**config.mk**
```make
export PLATFORM = sky130hd
export DESIGN_NAME = bit_timing_gen
export DESIGN_NICKNAME = d
export VERILOG_FILES = /design/src/rtl/bt_pkg.sv /design/src/rtl/bt_divider.sv /design/src/rtl/bt_phase_seq.sv /design/src/rtl/bt_bit_counter.sv /design/src/rtl/bit_timing_gen.sv
export SDC_FILE = /design/constraint.sdc
export NUM_CORES = 1
export LEC_CHECK = 0
export BUFFER_PORTS_ARGS = -buffer_cell sky130_fd_sc_hd__buf_2
export CORE_MARGIN = 1
export CORE_UTILIZATION = 30
export DETAILED_ROUTE_END_ITERATION = 8
export GPL_TIMING_DRIVEN = 1
export PLACE_DENSITY = 0.6
export SYNTH_ARGS = -nofsm -noshare
export SYNTH_HDL_FRONTEND = slang
export SYNTH_SLANG_ARGS = --single-unit
```
**constraint.sdc**
```tcl
create_clock -name clk -period 1.9 [get_ports clk]
set_input_delay 0 -clock clk [delete_from_list [all_inputs] [get_ports clk]]
set_output_delay 0 -clock clk [all_outputs]
set_load 0.05 [all_outputs]
```
**src/rtl/bt_pkg.sv**
```systemverilog
package bt_pkg;

    typedef enum logic [1:0] {
        PH_OPEN  = 2'd0,
        PH_MID_A = 2'd1,
        PH_MID_B = 2'd2,
        PH_CLOSE = 2'd3
    } phase_e;

    localparam int unsigned NUM_PHASES = 4;

    localparam int unsigned IDX_OPEN  = 0;
    localparam int unsigned IDX_MID_A = 1;
    localparam int unsigned IDX_MID_B = 2;
    localparam int unsigned IDX_CLOSE = 3;

    typedef logic [NUM_PHASES-1:0] strobe_vec_t;

    function automatic strobe_vec_t phase_onehot(input phase_e ph);
        strobe_vec_t v;
        v = '0;
        v[ph] = 1'b1;
        return v;
    endfunction

endpackage

```
**src/rtl/bt_divider.sv**
```systemverilog
module bt_divider (
    input  logic clk,
    input  logic rst,
    output logic half_q,
    output logic quad_q
);

    logic half_d;
    logic quad_d;

    always_comb begin
        half_d = ~half_q;
        quad_d = quad_q ^ half_q;
    end

    always_ff @(posedge clk) begin
        if (rst) begin
            half_q <= 1'b0;
            quad_q <= 1'b0;
        end else begin
            half_q <= half_d;
            quad_q <= quad_d;
        end
    end

endmodule

```
**src/rtl/bt_phase_seq.sv**
```systemverilog
module bt_phase_seq
    import bt_pkg::*;
(
    input  logic        clk,
    input  logic        rst,
    output strobe_vec_t strobes
);

    phase_e state_q;
    phase_e state_d;

    always_comb begin
        state_d = state_q;
        unique case (state_q)
            PH_OPEN:  state_d = PH_MID_A;
            PH_MID_A: state_d = PH_MID_B;
            PH_MID_B: state_d = PH_CLOSE;
            PH_CLOSE: state_d = PH_OPEN;
            default:  state_d = PH_OPEN;
        endcase
    end

    always_ff @(posedge clk) begin
        if (rst) begin
            state_q <= PH_OPEN;
        end else begin
            state_q <= state_d;
        end
    end

    always_ff @(posedge clk) begin
        if (rst) begin
            strobes <= phase_onehot(PH_OPEN);
        end else begin
            strobes <= phase_onehot(state_d);
        end
    end

endmodule

```
**src/rtl/bt_bit_counter.sv**
```systemverilog
module bt_bit_counter #(
    parameter int unsigned CNT_W   = 4,
    parameter int unsigned BIT_MOD = 10
) (
    input  logic             clk,
    input  logic             rst,
    input  logic             step,
    output logic [CNT_W-1:0] count,
    output logic             wrap
);

    localparam logic [CNT_W-1:0] LAST_VAL = CNT_W'(BIT_MOD - 1);
    localparam bit NATURAL_ROLL = (BIT_MOD == (1 << CNT_W));

    logic at_last;
    logic [CNT_W-1:0] count_d;

    assign at_last = (count == LAST_VAL);

    generate
        if (NATURAL_ROLL) begin : g_roll
            always_comb count_d = count + 1'b1;
        end else begin : g_cmp
            always_comb count_d = at_last ? '0 : count + 1'b1;
        end
    endgenerate

    always_ff @(posedge clk) begin
        if (rst) begin
            count <= '0;
            wrap  <= 1'b0;
        end else begin
            wrap <= step && at_last;
            if (step) begin
                count <= count_d;
            end
        end
    end

endmodule

```
**src/rtl/bit_timing_gen.sv**
```systemverilog
module bit_timing_gen
    import bt_pkg::*;
#(
    parameter int unsigned CNT_W   = 4,
    parameter int unsigned BIT_MOD = 10
) (
    input  logic             clk,
    input  logic             rst,
    output logic             half_rate_clk,
    output logic             strobe_open,
    output logic             strobe_mid_a,
    output logic             strobe_mid_b,
    output logic             strobe_close,
    output logic             strobe_late_half,
    output logic [CNT_W-1:0] bit_count,
    output logic             bit_wrap
);

    logic        half_q;
    logic        quad_q;
    strobe_vec_t strobes;

    bt_divider u_div (
        .clk    (clk),
        .rst    (rst),
        .half_q (half_q),
        .quad_q (quad_q)
    );

    bt_phase_seq u_seq (
        .clk     (clk),
        .rst     (rst),
        .strobes (strobes)
    );

    bt_bit_counter #(
        .CNT_W   (CNT_W),
        .BIT_MOD (BIT_MOD)
    ) u_cnt (
        .clk   (clk),
        .rst   (rst),
        .step  (strobes[IDX_CLOSE]),
        .count (bit_count),
        .wrap  (bit_wrap)
    );

    assign half_rate_clk    = half_q;
    assign strobe_late_half = quad_q;
    assign strobe_open      = strobes[IDX_OPEN];
    assign strobe_mid_a     = strobes[IDX_MID_A];
    assign strobe_mid_b     = strobes[IDX_MID_B];
    assign strobe_close     = strobes[IDX_CLOSE];

endmodule

```
==> results.md, run 1 <==
Timing:
- Setup violations remaining at the end of the flow were counted as 0.
- The minimum clock period is 1.04 ns.
- The actual slew at the worst max-slew pin is about 0.24 ns.
- The post-route clock skew is 0.00235 ns.
- The final period utilization is about 55%.
- Timing would allow up to 958 MHz.
- Setup repair after global routing left no endpoint under its margin.
- The max-slew violation total from the final report is 0.
- The hold slack is 0.0378 ns.
- In the final timing run, aggregate negative setup slack is 0 ns.
- In this run the tightest slew margin relative to its limit is ~84%.
- The number of hold-slack violations in the final timing report is 0.
- Setup slack on the critical path of the routed design comes to 0.857 ns.

Critical path:
- The kind of capture point of the worst setup path is a flip-flop.
- The number of cells on the worst reg-to-reg path is 3.
- The largest driver fanout on the critical path is 5.
- The kind of start point of the critical path is a flip-flop.
- The critical path is of the reg2reg type.
- The required time of the critical path is 2.11 ns.
- For the worst setup path, the data arrival time is 1.25 ns.
- The worst setup slack for register-to-register paths is approximately 0.86 ns.

Pwr:
- The internal power of the cells totals 0.000444 W.
- In this run the power spent charging and discharging nets is around 0.00023 W.
- The part of the total power dissipated in the clock network is 24.3%.
- The worst-case IR drop observed on VDD is 0.568 mV.
- Sequential cells burn between 40% and 50% of the power.
- Net switching is 34.0% of the power.
- The total power divided by cell area is about 1200 nW/um^2.
- The reported leakage power is 0.268 nW.
- Combinational logic is responsible for 25.9% of the overall power.

Synth:
- The number of nets handed over by synthesis was 52.
- After synthesis the cells add up to 480 sq um.
- Sequential cells were found to cover 54.2% of the synthesized design area.
- Yosys printed 0 warnings.
- The number of unique standard cell types used by synthesis is 18.
- Counting flops and latches in the post-synthesis netlist gives 13.
- Synthesis produced 46 cells.
- Dividing the synthesized area by the synthesized cell count gives 10.4 sq um.

Detailed routing:
- The overall via count from detail_route is 348.
- Dividing the detail-routed via count by the number of cells gives 4.52.
- The first-pass iteration count of the detailed router is 4.
- The post-detailed-route DRC marker count is 0.
- In this run, the number of DRC markers left after iteration 0 of detailed routing was 2.
- The detail route stage leaves a number of antenna-violating nets equal to 0.
- In the final routed layout, each cell accounts on average for 8.97 um.
- After detailed routing, the total wire length is 691 um.

Final layout:
- 0 antenna diodes ended up in the layout.
- The area growth from synthesis to layout is 21.1%.
- The core occupancy in the finished layout is between 30% and 40%.
- The number of nets in the finished design is 68.
- The layout cell share with drive strength beyond 1 is 31.1%.
- The area of all placed cells without fillers is 582 sq um.
- Fill cells in the final layout number 153.

Floorplanning:
- The number of I/O pins is 13.
- The effective utilization at floorplan is 31.9%.
- The area of the die is 1770 sq um.
- The die is 42.0 um wide.
- The floorplan has 14 rows.
- The die boundary height is roughly 42 um.
- The core region area is about 1500 sq um.

Clock network:
- The number of hold buffers added after CTS was 0.
- No sink is reached through more buffers than the 2 on the longest clock path.
- In this run, CTS created clock tree buffers numbering 3.
- The total number of clock tree sinks is 13.
- The number of setup buffers added after CTS is 0.
- The maximum level of the CTS H-tree is 1.
- TritonCTS built the clock tree.
- The CTS clock-pin slew for the worst setup and hold paths is around 0.070 ns.
- In this run the clock root is driven by a clkbuf_4.
- The clock latency at the later pin of the worst-skew pair is 0.27 ns.
- Gates resized during post-CTS repair numbered 0.

Run status:
- The run finished with clean final reports.

Global route:
- The pin count of the biggest net entering global routing is 14.
- The initial antenna violation count is 0.
- The first global-routing pass estimated about 1100 um of wire.
- The global-route congestion overflow total is 0.
- The via count of the first global-routing pass came to ~280.
- Across every metal layer, demand over resource in global routing totals 8.29%.

Worst hold path:
- The path class of the lowest-slack min-delay path is in2reg.
- Counting instances, the worst hold path has a depth of 2.

Placement:
- The instance area at placement is 556 sq um.
- The wire-length estimate of the detail-placed layout is 488 um.
- At the placement stage, the worst setup path has a slack of approximately 0.86 ns.
- The total of buffers placed on input and output ports is 12.
- The congestion estimate from routability-driven global placement came to 0.806.

Flow run:
- Max-cap violations in this run came to 0.
-- cells in the mapped netlist --
master,count,area share [%]
inv_1,2,1.6
dfxtp_1,13,54
xor2_1,1,1.8
a21oi_2,1,1.8
ha_1,4,10
o21ai_0,2,2.1
nor2b_1,6,7.8
or2_2,1,1.3
nand2_2,1,1.3
and4b_2,1,2.3
or3_1,1,1.3
xnor2_1,2,3.6
nand3_1,1,1.0
nor4b_1,1,1.8
nor2_1,6,4.7
a21oi_1,1,1.0
buf_2,1,1.0
nand2_1,1,0.78
-- final cells by class --
class / instances / area (sq um) / area share, %
Sequential cell: 13 / 260 / 44.7
Multi-Input combinational cell: 30 / 208 / 35.7
Timing Repair Buffer: 12 / 60.1 / 10.3
Clock buffer: 4 / 26.3 / 4.52
Tap cell: 16 / 20.0 / 3.44
Inverter: 2 / 7.51 / 1.29
-- sequential cells by signal, indices dropped and copies added (netlist names) --
register	cells
u_seq.strobes	4
u_seq.state_q	2
u_cnt.count	4
u_div.quad_q	1
u_cnt.wrap	1
u_div.half_q	1
-- logic make-up (layout without fill, tap and decap cells) --
logic type / count (synthesis) / count (layout) / share of synthesized area [%]
simple gates: 19 / 19 / 22.4
buf+inv: 3 / 18 / 2.60
fa+ha+maj: 4 / 4 / 10.4
xor+xnor: 3 / 3 / 5.47
flops: 13 / 13 / 54.2
compound gates: 4 / 4 / 4.95
-- final timing paths --
| kind | end | from |
|---|---|---|
| max reg2reg | u_cnt.count[1] | u_cnt.count[0] |
| min | u_cnt.count[1] | rst |
| min reg2reg | u_div.half_q | u_div.half_q |
| max | u_cnt.count[1] | u_cnt.count[0] |
-- worst max-delay path, cell delays in order (launching register included) --
cell and delay, ns:
dfxtp_1 0.42, nand2_2 0.10, or3_1 0.36, a21oi_2 0.11
-- power groups by stage --
stage	Clock, W	Sequential [W]	Combinational [W]
finish	0.000163	0.000335	0.000174
global route	0.000186	0.000339	0.000188
CTS	0.000174	0.000335	0.000177
detailed placement	0	0.000341	0.000176
global placement	0	0.000339	0.000176
floorplan	0	0.000418	0.0000622
-- cell usage in the layout (no fill, tap or decap), drive strengths merged --
| cell type | Yosys | routed |
|---|---|---|
| dfxtp | 13 | 13 |
| buf | 1 | 12 |
| nor2b | 6 | 6 |
| nor2 | 6 | 6 |
| ha | 4 | 4 |
| clkbuf | 0 | 4 |
| inv | 2 | 2 |
| o21ai | 2 | 2 |
| xnor2 | 2 | 2 |
| nand2 | 2 | 2 |
| a21oi | 2 | 2 |
| and4b | 1 | 1 |
| or2 | 1 | 1 |
| nand3 | 1 | 1 |
| xor2 | 1 | 1 |
| or3 | 1 | 1 |
| nor4b | 1 | 1 |
-- metal layers --
metal | wire [um] | GRT usage, %
met4 | 0 | 0
met5 | 0 | 0
met2 | 316 | 14.1
met1 | 319 | 8.42
met3 | 56 | 6.90
-- through the flow --
| step | cells | power [W] |
|---|---|---|
| floorplan | 46 | 0.000481 |
| global placement | 73 | 0.000515 |
| detailed placement | 73 | 0.000517 |
| CTS | 77 | 0.000686 |
| global route | 77 | 0.000713 |
| finish | 77 | 0.000672 |
Note: power is estimated with default switching activity, not from simulation.
==> inputs of run 2 (changes only) <==
- ABC_AREA: default -> 1
- PLACE_DENSITY: 0.6 -> 0.61
- clock period: 1.9 -> 0.85 ns (I/O delays scaled with it)
==> results.md, run 2 <==
Pwr:
- The internal power consumption is 0.00106 W (+140%).
- The peak supply drop is 1.66 mV (+190%).
- The total chip power was 0.00165 W (+140%).
- The logic gate share of total power was 31.4% (+5.5 points).
- The reported leakage power is 0.317 nW (+18%).
- The share of total power in sequential cells is 45.9% (-3.9 points).
- The fraction of power spent switching nets was 35.5% (+1.5 points).
- The total power divided by cell area was 2320 nW/um^2 (+100%).
- The part of the total power dissipated in the clock network is 22.7% (-1.6 points).
- The switching power came to 0.000585 W (+160%).

Synth:
- The async set or reset register ratio after synthesis is 0% (unchanged).
- In the post-synthesis netlist, the biggest area contributors are dfxtp_1 (53%), ha_1 (10%), nor2_1 (8.4%).
- The count of flip-flops with a built-in enable after synthesis was 0 (unchanged).
- The post-synth design cell area is 490 sq um (+2.1%).
- The sequential-to-total area share from yosys stat is 53.1% (-1.1 points).
- The most used flip-flop cell after synthesis is dfxtp_1.
- The top cell type's share of synthesized area is 53.1% (-1.1 points).
- The gate count after technology mapping is 58 (+26%).
- The mean post-synth cell area is 8.46 sq um (-19%).
- The biggest area contributor in the post-synthesis netlist is dfxtp_1.
- dfxtp_1 is the most common cell in the netlist.
- By count the netlist is led by dfxtp_1 (13), nor2_1 (11), nand2_1 (9), inv_1 (7), ha_1 (4).
- The number of register bits inferred by synthesis is 13 (unchanged).
- The number of unique standard cell types used by synthesis is 16 (-2).
- The total of warnings raised by yosys is 0 (unchanged).
- The post-synthesis net count is 64 (+23%).

Floorplanning:
- The number of I/O pins was 13 (unchanged).
- The area of the die came to 1800 sq um (+2.0%).
- The die boundary height was 42.4 um (+0.99%).
- The effective utilization at floorplan is 32.2% (+0.29 points).
- The core region area is 1520 sq um (+1.2%).
- The die width is 42.4 um (+0.99%).
- The number of placement rows is 14 (unchanged).

Global route:
- The combined global-route utilization of all metal layers is 9.88% (+1.6 points).
- The wire length of the first global-routing pass is 1340 um (+25%).
- The met1 demand-to-capacity share in global routing is 10.6% (+2.2 points).
- The pin count of the biggest net entering global routing came to 11 (-3).
- The global-route congestion overflow total is 0 (unchanged).
- The via count of the first global-routing pass is 344 (+22%).
- The met3 routing resource usage after global routing is 5.60% (-1.3 points).
- The layer flagged by global routing as most heavily used is met2.
- The initial antenna violation count is 0 (unchanged).
- The routing usage on met2 is 16.0% (+1.9 points).

Clock network:
- The CTS clock-pin slew for the worst setup and hold paths is 0.08 ns (about the same).
- The total number of clock tree sinks was 13 (unchanged).
- TritonCTS built the clock tree.
- The maximum level of the CTS H-tree is 1 (unchanged).
- The root cell of the clock tree is clkbuf_4.
- The hold buffer count at CTS is 0 (unchanged).
- The clock latency at the later pin of the worst-skew pair is 0.27 ns (about the same).
- The number of buffers inserted during clock tree synthesis is 3 (unchanged).
- The maximum buffer depth of the clock tree is 2 (unchanged).

Final layout:
- In the final layout, the registers with the most flip-flops are u_cnt.count: 4 flops, u_seq.strobes: 4 flops, u_seq.state_q: 2 flops.
- The area of all placed cells without fillers is 711 sq um (+22%).
- The number of nets in the finished design is 82 (+21%).
- The core occupancy in the finished layout is 46.6% (+8.0 points).
- The area growth from synthesis to layout is 44.9%.
- The count of antenna diodes in the layout is 0 (unchanged).
- The layout cell share with drive strength beyond 1 is 57.3% (+26 points).
- In the layout the commonest cells are nor2_1 (10), nand2_1 (7), clkbuf_4 (7).
- Leaving out fill and tap cells, the most frequent cell in the layout is nor2_1.

Placement:
- The detailed placement HPWL is 573 um (+18%).
- The routability-driven placement congestion ratio is 0.731 (-9.4%).
- The pre-CTS setup slack came to -0.0431 ns (-0.903 ns).
- The total of buffers placed on input and output ports is 12 (unchanged).
- The instance area at placement came to 591 sq um (+6.3%).

Detailed routing:
- The post-detailed-route wirelength per cell is 9.31 um (+3.7%).
- The vias per cell was 4.25 (-5.9%).
- The post-detailed-routing wire length is 847 um (+23%).
- The DRC marker count from the first detailed-route iteration is 3 (+1).
- The overall via count from detail_route is 387 (+11%).
- The post-detailed-route DRC marker count is 0 (unchanged).
- The first-pass iteration count of the detailed router came to 4 (unchanged).
- The antenna violation net count after detailed routing is 0 (unchanged).

Timing:
- Setup repair after global routing could not meet its margin everywhere.
- The max-slew violation total from the final report is 0 (unchanged).
- The number of hold-slack violations in the final timing report came to 0 (unchanged).
- The relative slew slack came to 87.1% (+3.5 points).
- Timing would allow up to 1190 MHz.
- The post-layout worst setup margin came to 0.0112 ns (-0.845 ns).
- Subtracting the final worst setup slack from the clock period gives 0.839 ns.
- The final period utilization is 98.7%.
- The final setup violation count was 0 (unchanged).
- The actual slew at the worst max-slew pin is 0.193 ns (-0.0485 ns).
- The post-route clock skew came to 0.00280 ns (+0.000447 ns).

Critical path:
- The cell at the slowest stage of the critical path is dfxtp_4.
- STA classifies the critical path startpoint as a flip-flop.
- The largest driver fanout on the critical path is 4 (-1).
- The count of buffer and inverter cells on the critical path is 1 (+1).
- The required time of the critical path is 0.85 ns (-1.26 ns).
- The data arrival time of the critical path came to 0.84 ns (-0.41 ns).
- The kind of capture point of the worst setup path is an output pin.
- The top cell family by delay on the critical path is flip-flops.
- The signal on the critical path passes through buf_4.
- By startpoint and endpoint, the worst setup path is classified as reg2out.
- The maximum cell stage delay along the critical path was 0.38 ns (-0.04 ns).

Run status:
- The flow ran to the end, and the final reports show no timing, DRC or antenna violations.

Worst hold path:
- In this run the worst hold path is classified as in2reg.

Flow run:
- The count of max-cap constraint violations is 0 (unchanged).
run 2: cell types whose count changed in the layout (fill, tap and decap cells not counted), sizes merged, moves of 2 or more:
cell	change
inv	+8
nand2	+8
nor2b	-6
buf	-2
nor2	+6
clkbuf	+4
run 2: cell type report:
type,count,area (sq um)
clock buffer,4,26.3
fill,164,813
inverter,10,40.0
multi-input combinational,34,226
sequential,13,284
tap,16,20.0
timing repair buffer,14,114
run 2: power groups by stage:
stage | clock (W) | combinational, W | sequential [W]
2_1_floorplan | 0 | 0.000136 | 0.000929
3_3_place_gp | 0 | 0.000387 | 0.000752
3_5_place_dp | 0 | 0.000397 | 0.000756
4_1_cts | 0.000389 | 0.000468 | 0.000751
5_1_grt | 0.000423 | 0.000563 | 0.000767
6_report | 0.000373 | 0.000517 | 0.000756
run 2: timing repair:
| action | 4_1_cts | 5_1_grt |
|---|---|---|
| resized for setup | 11 | 17 |
| pin swaps | 1 | 4 |
| endpoints found under the setup margin | 9 | 14 |
| setup buffers | 1 | 1 |
run 2: through the flow:
step	hold WS, ns	cells	TNS, ns
after floorplan	0.252	58	-0.0188
after global placement	0.287	85	0
after detailed placement	0.293	85	-0.0463
after CTS	0.00394	90	0
after global routing	0.00744	91	-0.126
final	0.0100	91	0
run 2: path summary, 6_finish.rpt:
path	start	endpoint	slack (ns)	depth (start not counted)
worst max-delay path	u_cnt.count[3]	bit_count[3]	0.01	1
worst min-delay path	rst	u_seq.state_q[0]	0.01	2
worst max register to register	u_cnt.count[2]	u_cnt.count[3]	0.01	6
worst min register to register	u_div.half_q	u_div.half_q	0.44	1
run 2: cell families (layout without fill, tap and decap cells):
family                     count (synthesis)  in the layout  share of synthesized area [%]
AOI/OAI and AO/OA                          4              4                           4.85
DFF                                       13             13                           53.1
adders and majority gates                  4              4                           10.2
xor gates and xnor gates                   1              1                           1.79
buffers and inverters                     11             28                           8.67
and+or+nand+nor                           25             25                           21.4
run 2: metal layers:
| metal | up-vias | part of all wire, % |
|---|---|---|
| met5 | - | 0 |
| met4 | 0 | 0 |
| met3 | 0 | 6.4 |
| met2 | 13 | 49 |
| met1 | 168 | 44 |
| li1 | 206 | - |
